## src/rtl/sst_pkg.sv

```systemverilog
// Package: shared types for the self-clocked serial transmitter.
// Assumes nothing beyond IEEE 1800-2017.
package sst_pkg;
    typedef enum logic {
        TX_IDLE  = 1'b0,
        TX_SHIFT = 1'b1
    } tx_state_t;
endpackage

```

## src/rtl/sst_timebase.sv

```systemverilog
// Module: sst_timebase
// Counts input clocks across one sampling interval of PERIODS periods of
// PERIOD_CYC cycles each. Odd periods are digital periods; poll is high on
// the first cycle of each digital period.
// Assumes PERIOD_CYC and PERIODS are powers of two.
module sst_timebase #(
    parameter int PERIOD_CYC = 64,
    parameter int PERIODS    = 16
) (
    input  logic clk,
    input  logic rst_n,
    input  logic restart,
    output logic poll
);
    localparam int TOTAL = PERIOD_CYC * PERIODS;
    localparam int CNT_W = $clog2(TOTAL);
    localparam int PER_W = $clog2(PERIOD_CYC);

    logic [CNT_W-1:0] cnt;

    // Interval counter: wraps at the end of the interval, restarts on a load.
    always_ff @(posedge clk) begin
        if (!rst_n || restart) begin
            cnt <= '0;
        end else if (cnt == CNT_W'(TOTAL - 1)) begin
            cnt <= '0;
        end else begin
            cnt <= cnt + 1'b1;
        end
    end

    // Poll strobe: first cycle of an odd (digital) period.
    always_comb begin
        poll = (cnt[PER_W-1:0] == '0) && cnt[PER_W];
    end
endmodule

```

## src/rtl/sst_shifter.sv

```systemverilog
// Module: sst_shifter
// Holds the output word and shifts it out MSB first. Each bit lasts
// SCLK_DIV clocks: sclk is low in the first half and high in the second.
// A high cs_n suspends the transfer at the end of the current bit; the bit
// count survives so a later start resumes with the next bit.
// Assumes SCLK_DIV is even and at least 2.
module sst_shifter
    import sst_pkg::*;
#(
    parameter int WORD_W   = 20,
    parameter int SCLK_DIV = 4
) (
    input  logic              clk,
    input  logic              rst_n,
    input  logic              load,
    input  logic [WORD_W-1:0] word,
    input  logic              start,
    input  logic              cs_n,
    output logic              sclk,
    output logic              sdata,
    output logic              tx_active,
    output logic              last_done
);
    localparam int PH_W  = (SCLK_DIV > 2) ? $clog2(SCLK_DIV) : 1;
    localparam int IDX_W = $clog2(WORD_W + 1);
    localparam int HALF  = SCLK_DIV / 2;

    tx_state_t        state;
    logic [PH_W-1:0]  phase;
    logic [IDX_W-1:0] idx;
    logic [WORD_W-1:0] shreg;
    logic             bit_end;

    // Marks the final clock of the current bit.
    always_comb begin
        bit_end = (state == TX_SHIFT) && (phase == PH_W'(SCLK_DIV - 1));
    end

    // Transfer state, bit phase, bit count and shift register.
    always_ff @(posedge clk) begin
        if (!rst_n) begin
            state <= TX_IDLE;
            phase <= '0;
            idx   <= '0;
            shreg <= '0;
        end else if (load) begin
            state <= TX_IDLE;
            phase <= '0;
            idx   <= '0;
            shreg <= word;
        end else begin
            case (state)
                TX_IDLE: begin
                    if (start) begin
                        state <= TX_SHIFT;
                        phase <= '0;
                    end
                end
                TX_SHIFT: begin
                    if (bit_end) begin
                        phase <= '0;
                        idx   <= idx + 1'b1;
                        shreg <= {shreg[WORD_W-2:0], 1'b0};
                        if (idx == IDX_W'(WORD_W - 1) || cs_n) begin
                            state <= TX_IDLE;
                        end
                    end else begin
                        phase <= phase + 1'b1;
                    end
                end
                default: state <= TX_IDLE;
            endcase
        end
    end

    // Output decode: clock low in the first half of a bit, idle high.
    always_comb begin
        tx_active = (state == TX_SHIFT);
        sclk      = tx_active ? (phase >= PH_W'(HALF)) : 1'b1;
        sdata     = shreg[WORD_W-1];
        last_done = bit_end && (idx == IDX_W'(WORD_W - 1));
    end

    // data may only move at a bit's first clock.
    p_data_stable_r4: assert property (@(posedge clk) disable iff (!rst_n)
        (tx_active && phase != '0) |-> $stable(sdata));

    // the clock stops only after a whole bit, or when a load cancels it.
    p_whole_bit_r6: assert property (@(posedge clk) disable iff (!rst_n)
        $fell(tx_active) |-> ($past(phase) == PH_W'(SCLK_DIV - 1) || $past(load)));
endmodule

```

## src/rtl/sst_ready.sv

```systemverilog
// Module: sst_ready
// Data-ready flag. It goes high after the last bit of a word. A load lowers
// it after a high window of RELOAD_CYC clocks, so an unread word that gets
// replaced shows as a fixed-length pulse.
// Assumes RELOAD_CYC is at least 1.
module sst_ready #(
    parameter int RELOAD_CYC = 4
) (
    input  logic clk,
    input  logic rst_n,
    input  logic load,
    input  logic last_done,
    output logic drdy,
    output logic pending
);
    localparam int GAP_W = $clog2(RELOAD_CYC + 1);

    logic             sent;
    logic [GAP_W-1:0] gap;

    // Tracks whether the held word is fully sent and times the reload window.
    always_ff @(posedge clk) begin
        if (!rst_n) begin
            sent <= 1'b1;
            gap  <= '0;
        end else if (load) begin
            sent <= 1'b0;
            gap  <= GAP_W'(RELOAD_CYC);
        end else begin
            if (gap != '0) begin
                gap <= gap - 1'b1;
            end
            if (last_done) begin
                sent <= 1'b1;
            end
        end
    end

    // Flag decode.
    always_comb begin
        drdy    = sent || (gap != '0);
        pending = !sent;
    end

    // a load always raises the flag on the following cycle.
    p_load_flag_r8: assert property (@(posedge clk) disable iff (!rst_n)
        load |=> drdy);
endmodule

```

## src/rtl/sst_tx.sv

```systemverilog
// Module: sst_tx (top)
// Self-clocked serial result transmitter. It ties the interval timebase,
// the shifter and the data-ready logic together. A transfer starts on a
// polled digital-period boundary when select is low and a word is unread.
// Assumes result_vld is a single-cycle strobe.
module sst_tx #(
    parameter int WORD_W     = 20,
    parameter int PERIOD_CYC = 64,
    parameter int PERIODS    = 16,
    parameter int SCLK_DIV   = 4,
    parameter int RELOAD_CYC = 4
) (
    input  logic              clk,
    input  logic              rst_n,
    input  logic              cs_n,
    input  logic [WORD_W-1:0] result,
    input  logic              result_vld,
    output logic              sclk,
    output logic              sdata,
    output logic              sclk_oe,
    output logic              sdata_oe,
    output logic              drdy
);
    logic poll;
    logic start;
    logic tx_active;
    logic last_done;
    logic pending;

    sst_timebase #(
        .PERIOD_CYC (PERIOD_CYC),
        .PERIODS    (PERIODS)
    ) u_timebase (
        .clk     (clk),
        .rst_n   (rst_n),
        .restart (result_vld),
        .poll    (poll)
    );

    // Start qualifier: polled boundary, select low, unread word present.
    always_comb begin
        start = poll && !cs_n && pending;
    end

    sst_shifter #(
        .WORD_W   (WORD_W),
        .SCLK_DIV (SCLK_DIV)
    ) u_shifter (
        .clk       (clk),
        .rst_n     (rst_n),
        .load      (result_vld),
        .word      (result),
        .start     (start),
        .cs_n      (cs_n),
        .sclk      (sclk),
        .sdata     (sdata),
        .tx_active (tx_active),
        .last_done (last_done)
    );

    sst_ready #(
        .RELOAD_CYC (RELOAD_CYC)
    ) u_ready (
        .clk       (clk),
        .rst_n     (rst_n),
        .load      (result_vld),
        .last_done (last_done),
        .drdy      (drdy),
        .pending   (pending)
    );

    // Both lines share one drive condition.
    always_comb begin
        sclk_oe  = tx_active;
        sdata_oe = tx_active;
    end

    // the link clock only wakes up right after a polled boundary with select low.
    p_start_polled_r1: assert property (@(posedge clk) disable iff (!rst_n)
        $rose(sclk_oe) |-> ($past(poll) && !$past(cs_n)));

    // ready and an active link never coincide.
    p_ready_idle_r5: assert property (@(posedge clk) disable iff (!rst_n)
        drdy |-> !sdata_oe);
endmodule

```

## config.mk

```make
export PLATFORM = sky130hd
export DESIGN_NAME = sst_tx
export DESIGN_NICKNAME = d
export VERILOG_FILES = /design/src/rtl/sst_pkg.sv /design/src/rtl/sst_timebase.sv /design/src/rtl/sst_shifter.sv /design/src/rtl/sst_ready.sv /design/src/rtl/sst_tx.sv
export SDC_FILE = /design/constraint.sdc
export NUM_CORES = 1
export LEC_CHECK = 0
export ABC_AREA = 1
export BUFFER_PORTS_ARGS = -buffer_cell sky130_fd_sc_hd__buf_2
export CAP_MARGIN = 15
export CORE_ASPECT_RATIO = 2
export CORE_MARGIN = 2
export CORE_UTILIZATION = 30
export CTS_BUF_LIST = sky130_fd_sc_hd__clkbuf_16
export DETAILED_ROUTE_END_ITERATION = 16
export GPL_TIMING_DRIVEN = 0
export PLACE_DENSITY = 0.58
export SETUP_SLACK_MARGIN = 0.2
export SYNTH_ARGS = -nofsm -noshare
export SYNTH_HDL_FRONTEND = slang
export SYNTH_SLANG_ARGS = --single-unit
```

## constraint.sdc

```tcl
create_clock -name clk -period 1.4 [get_ports clk]
set_clock_uncertainty 0.15 [all_clocks]
set_input_delay 0.28 -clock clk [delete_from_list [all_inputs] [get_ports clk]]
set_output_delay 0.28 -clock clk [all_outputs]
set_load 0.005 [all_outputs]
```

# --- Word level (Yosys, flattened, before mapping) ---
# Cells that the tools add are included.
classes:
  n_addsub: 4
  multipliers: 0
  div_mod_pow: 0
  magnitude_cmp: 1
  n_eq_ne: 4
  shift: 0
  n_mux: 15
  bitwise: 2
  n_reduce_logical: 21
ops:
  columns: ["operator", "n"]
  rows:
  - ["2-to-1 mux 20 bit", 3]
  - ["adder 10 x 1 -> 10 bit, second input constant", 1]
  - ["== test 10 bit, second input constant", 1]
  - ["nonzero test 2 bit", 4]
  - ["zero test 6 bit", 1]
  - ["2-to-1 mux 1 bit", 6]
  - ["2-to-1 mux 3 bit", 2]
  - ["adder 5 x 1 -> 5 bit, second input constant", 1]
  - ["== test 5 bit, second input constant", 1]
  - ["logical AND 1 bit", 5]
  - ["2-to-1 mux 2 bit", 2]
  - ["one-hot mux 2 bit (2 select lines)", 1]
  - ["AND reduction 2 bit", 2]
  - ["OR reduction 2 bit", 2]
  - ["zero test 1 bit", 3]
  - ["logical OR 1 bit", 3]
  - ["nonzero test 3 bit", 1]
  - ["subtractor 3 x 1 -> 3 bit, second input constant", 1]
  - ["adder 2 x 1 -> 2 bit, second input constant", 1]
  - ["== test 2 bit, second input constant", 1]
  - ["greater-or-equal comparator 2 bit, second input constant", 1]
  - ["inequality test 2 bit, second input constant", 1]
  - ["NOT 1 bit", 2]
  - ["one-hot mux 1 bit (2 select lines)", 1]
word_totals:
  reg_bits: 42
  latch_bits: 0
  mem_bits_rw: 0
  romBits: 0
  input_bits: 24
  output_inout_bits: 5
  word_cells: 55
  memories: 0

# --- Longest topological paths before layout ---
depth:
  depth_word: 6
  ltp_mapped: 8
  mapped_depth_nobuf: 8

# --- By module ---
# From an unflattened synthesis, not the netlist that was laid out.
unflattened:
  hier_cells: 305
  hier_area_um2: 2120.8
modules_own_cells:
  columns: ["mod", "instances", "cells_per_inst", "area_each_um2", "seq_area_each_um2"]
  rows:
  - ["sst_shifter", 1, 205, 1383.8, 560.5]
  - ["sst_timebase", 1, 65, 504.2, 200.2]
  - ["sst_ready", 1, 32, 215.2, 80.1]
  - ["sst_tx", 1, 3, 17.5, 0.0]

# --- Worst setup path before layout ---
# OpenSTA, ideal clock, no wires.
synth_timing:
  kind: "register -> register"
  from: "reg u_shifter.phase[0]"
  to: "reg u_shifter.shreg[11]"
  arrival_ps: 1089
  required_time_ps: 1117
  slack_ps: 29
  path_stages_with_launch: 7
  path_buffers: 1
  path_cell_list: "dfxtp_1 ha_1 nand2_2 clkinv_2 buf_2 nand3_1 a31oi_1"
synth_via:
  elab_chain_len: 4
synth_lines:
  columns: ["element", "line_no", "rtl"]
  rows:
  - ["start, declared", "sst_shifter.sv:29", "logic [PH_W-1:0] phase;"]
  - ["start signal, assigned", "sst_shifter.sv:68", "phase <= phase + 1'b1;"]
  - ["== test 2 bit", "sst_shifter.sv:36", "bit_end = (state == TX_SHIFT) && (phase == PH_W'(SCLK_DIV - 1));"]
  - ["logical AND 1 bit", "sst_shifter.sv:36", null]
  - ["nonzero test 2 bit (no line)", null, null]
  - ["AND reduction 2 bit (no line)", null, null]
  - ["end signal, assigned", "sst_shifter.sv:50", "shreg <= word;"]
  - ["end signal, assigned", "sst_shifter.sv:63", "shreg <= {shreg[WORD_W-2:0], 1'b0};"]
  - ["end, declared", "sst_shifter.sv:31", "logic [WORD_W-1:0] shreg;"]
# Every way passes these cells.
# A chain may end at the register's enable or synchronous reset.

# --- Final worst setup path ---
layout_timing:
  from: "reg u_ready.gap[0]"
  to: "out drdy"
layout_via:
  elab_chain_len: 2
layout_lines:
  columns: ["element", "line_no", "rtl"]
  rows:
  - ["start, declared", "sst_ready.sv:19", "logic [GAP_W-1:0] gap;"]
  - ["start signal, assigned", "sst_ready.sv:28", "gap <= GAP_W'(RELOAD_CYC);"]
  - ["start signal, assigned", "sst_ready.sv:31", "gap <= gap - 1'b1;"]
  - ["nonzero test 3 bit", "sst_ready.sv:41", "drdy = sent || (gap != '0);"]
  - ["logical OR 1 bit", "sst_ready.sv:41", null]
  - ["end, declared", "sst_tx.sv:22", "output logic drdy"]
# Every way passes these cells.

==> run metrics <==
outcome finished with violations; failing checks negative setup slack; WP buf/inv 2; GRT overflow 0; CP max FO 3; Reg clk slew, reported paths 0.06 ns; Yosys cell types 25; crit path time final 1.55 ns; ANT nets after route 0; Detailed Routing Iterations Pass 1 4; total number of vias between 1500 and 2000; worst-margin pin slew 0.459 ns; die outline width 60.0 um; sequential area share after synthesis 44.7%; Total GRT Usage 15.0%; Hold Vio Cnt, Final 0; worst path arrival time 1.12 ns; core area 6060 sq um; CTS H-tree lvls 2; post-DP HPWL 3100 um; vias per cell 4.61; CTS Buf Count 5; RSZ-0062 raised after global routing true; CP cell instances inv_4 -> ha_4 -> ha_4 -> nand2_2 -> buf_6; clock sinks 42; number of DRC markers in iteration 0 38; die height 116 um; Final nets approximately 340; mapped cell area between 1500 and 2000 sq um; cell family with most CP delay flip-flops; max_cap viols 0; FF+latch count, synth 42; syn_nets 287; # diodes 0; cell count after synthesis 256; fillers 607; drt drc 0; VDD IR max 610 uV; initial antenna violation count 0; yosys warns 0; startpoint types register; Mapped Avg Cell Area 7.35 sq um; largest net degree at the start of global routing 12; slowest cell on the critical path dfxtp_2; final max-slew violation count 0; worst hold slack 0.107 ns; Initial Utilization 31.1%; pwr dens 913 nW/um^2; CP dominant cell by count ha_4; Setup CP Type reg2out; IO Pins 29; # rows 40; number of global-route vias before repair 1784; PortBufs 28; CTS Hold Bufs 0; Multi-input gate area 1220 sq um; Placement Setup Slack 0.0116 ns; slowest stage delay, CP 0.33 ns; part of the cycle the worst path needs 111%; Leakage 0.00113 uW; total die area 6960 sq um; Routed WL 4680 um; hold crit path type in2reg; Worst-Skew Late Latency 0.28 ns; crit end category output pin; per-cell routed wire length 11.9 um; worst setup margin -0.153 ns; CTS Root Cell clkbuf_16; Critical Path RT ~0.97 ns; reg2reg setup slack 0.03 ns; GP Congestion around 0.8; area grow syn2layout 53.4%; f_max 644 MHz; Sequential cell area 857 sq um; TritonCTS clock tree done; layout cell share with drive strength beyond 1 45.8%; Clock Path Buffers 2; first-pass GRT wire length 7950 um; headroom to the max-slew limit 69.4%; Final setup viols 2
cells by family (layout without fill, tap and decap cells):
logic type	Yosys count	count (layout)	share of synthesized area (%)
simple gates	128	128	29.0
flops	42	42	44.7
fa+ha+maj	7	7	4.65
compound gates	40	40	12.0
buf+inv	35	89	7.78
xor+xnor	4	4	1.86
area by class of cell:
class	count	area share, %
Multi-Input combinational cell	179	42.2
Clock inverter	2	0.260
Clock buffer	5	4.33
Sequential cell	42	29.7
Inverter	27	4.38
Buffer	8	2.12
Timing Repair Buffer	47	13.4
Tap cell	84	3.64
stage by stage:
| stage | cells | util [%] | setup TNS, ns | instance area, sq um | total power, uW |
|---|---|---|---|---|---|
| floorplan | 256 | - | 0 | 1970 | 1430 |
| global placement | 368 | 36.6 | 0 | 2220 | 1500 |
| detailed placement | 368 | 36.6 | 0 | 2220 | 1510 |
| CTS | 392 | 46.4 | -0.190 | 2810 | 2650 |
| global route | 394 | 47.7 | -0.420 | 2890 | 2750 |
| finish | 394 | 47.7 | -0.183 | 2890 | 2640 |
placed cells by master, fill, tap and decap left out, types with 2 or more instances in the layout:
cell type	n
nand2_1	50
dfxtp_1	35
buf_2	28
a31oi_1	19
buf_6	18
inv_1	17
nand2_2	17
nor2_1	17
nand3_1	11
nand3_2	10
inv_2	8
nor2_4	6
o21ai_2	6
a21oi_2	5
nor2_2	5
a21oi_1	5
ha_4	5
clkbuf_16	5
buf_4	5
dfxtp_2	4
nand2_8	3
xor2_1	3
dfxtp_4	3
inv_4	2
nand2_4	2
o21ai_1	2
nor3_2	2
o21ai_0	2
ha_1	2
report_power, final:
part / internal (uW) / switching, uW / leakage, uW
sequential: 1240 / 35.8 / 0.000348
combinational: 131 / 152 / 0.000708
clock: 638 / 443 / 0.0000723
total: 2010 / 630 / 0.00113
registers in the layout (all words and copies together) (netlist names):
register	flops
u_shifter.shreg	20
u_timebase.cnt	10
u_shifter.idx	5
u_ready.gap	3
u_shifter.phase	2
u_ready.sent	1
u_shifter.tx_active	1
worst reg2reg max path: cells and delay by family, from the launching register on:
| family | cells | cell delay, ns |
|---|---|---|
| DFF | 1 | 0.35 |
| AOI/OAI and AO/OA | 1 | 0.12 |
| and+or+nand+nor | 3 | 0.23 |
| buffers and inverters | 4 | 0.45 |
synthesized netlist by cell type:
cell type   n  area (sq um)
a21oi_1    10          50.1
a31oi_1    19           119
buf_2       5          25.0
nand4_1     1          6.26
nand2_2     2          12.5
o21ai_0     5          25.0
nand3b_1    1          7.51
nor2_1     27           101
nand2_1    69           259
o21ai_1     5          25.0
clkinv_2    1          5.00
nor3_2      1          10.0
inv_2       4          15.0
nand3_1    21           105
xor2_1      4          35.0
a211oi_1    1          7.51
buf_4       2          15.0
clkbuf_1    1          3.75
ha_1        7          87.6
or2_2       1          6.26
nor2_4      1          11.3
inv_1      22          82.6
nand2_4     1          11.3
nor3_1      3          15.0
dfxtp_1    42           841
repair_timing:
action	CTS	global route
endpoints found under the setup margin	42	46
cloned	2	0
setup buffers	15	2
resized for setup	85	17
pin swaps	25	11
final timing paths:
check / depth (start not counted) / from / to
worst max-delay path: 5 / u_ready.gap[0] / drdy
worst max register to register: 8 / u_shifter.tx_active / u_shifter.shreg[12]
worst min-delay path: 2 / rst_n / u_ready.sent
worst min register to register: 1 / u_timebase.cnt[0] / u_timebase.cnt[0]
routing by layer:
metal  vias up  share of wire, %  global-route usage [%]
met5         -                 0                       0
met4         0               3.0                    7.11
met3        10               2.4                    2.34
met2        28                57                    27.2
met1       841                38                    16.0
li1        938                 -                       -
Note: power is estimated with default switching activity, not from simulation.
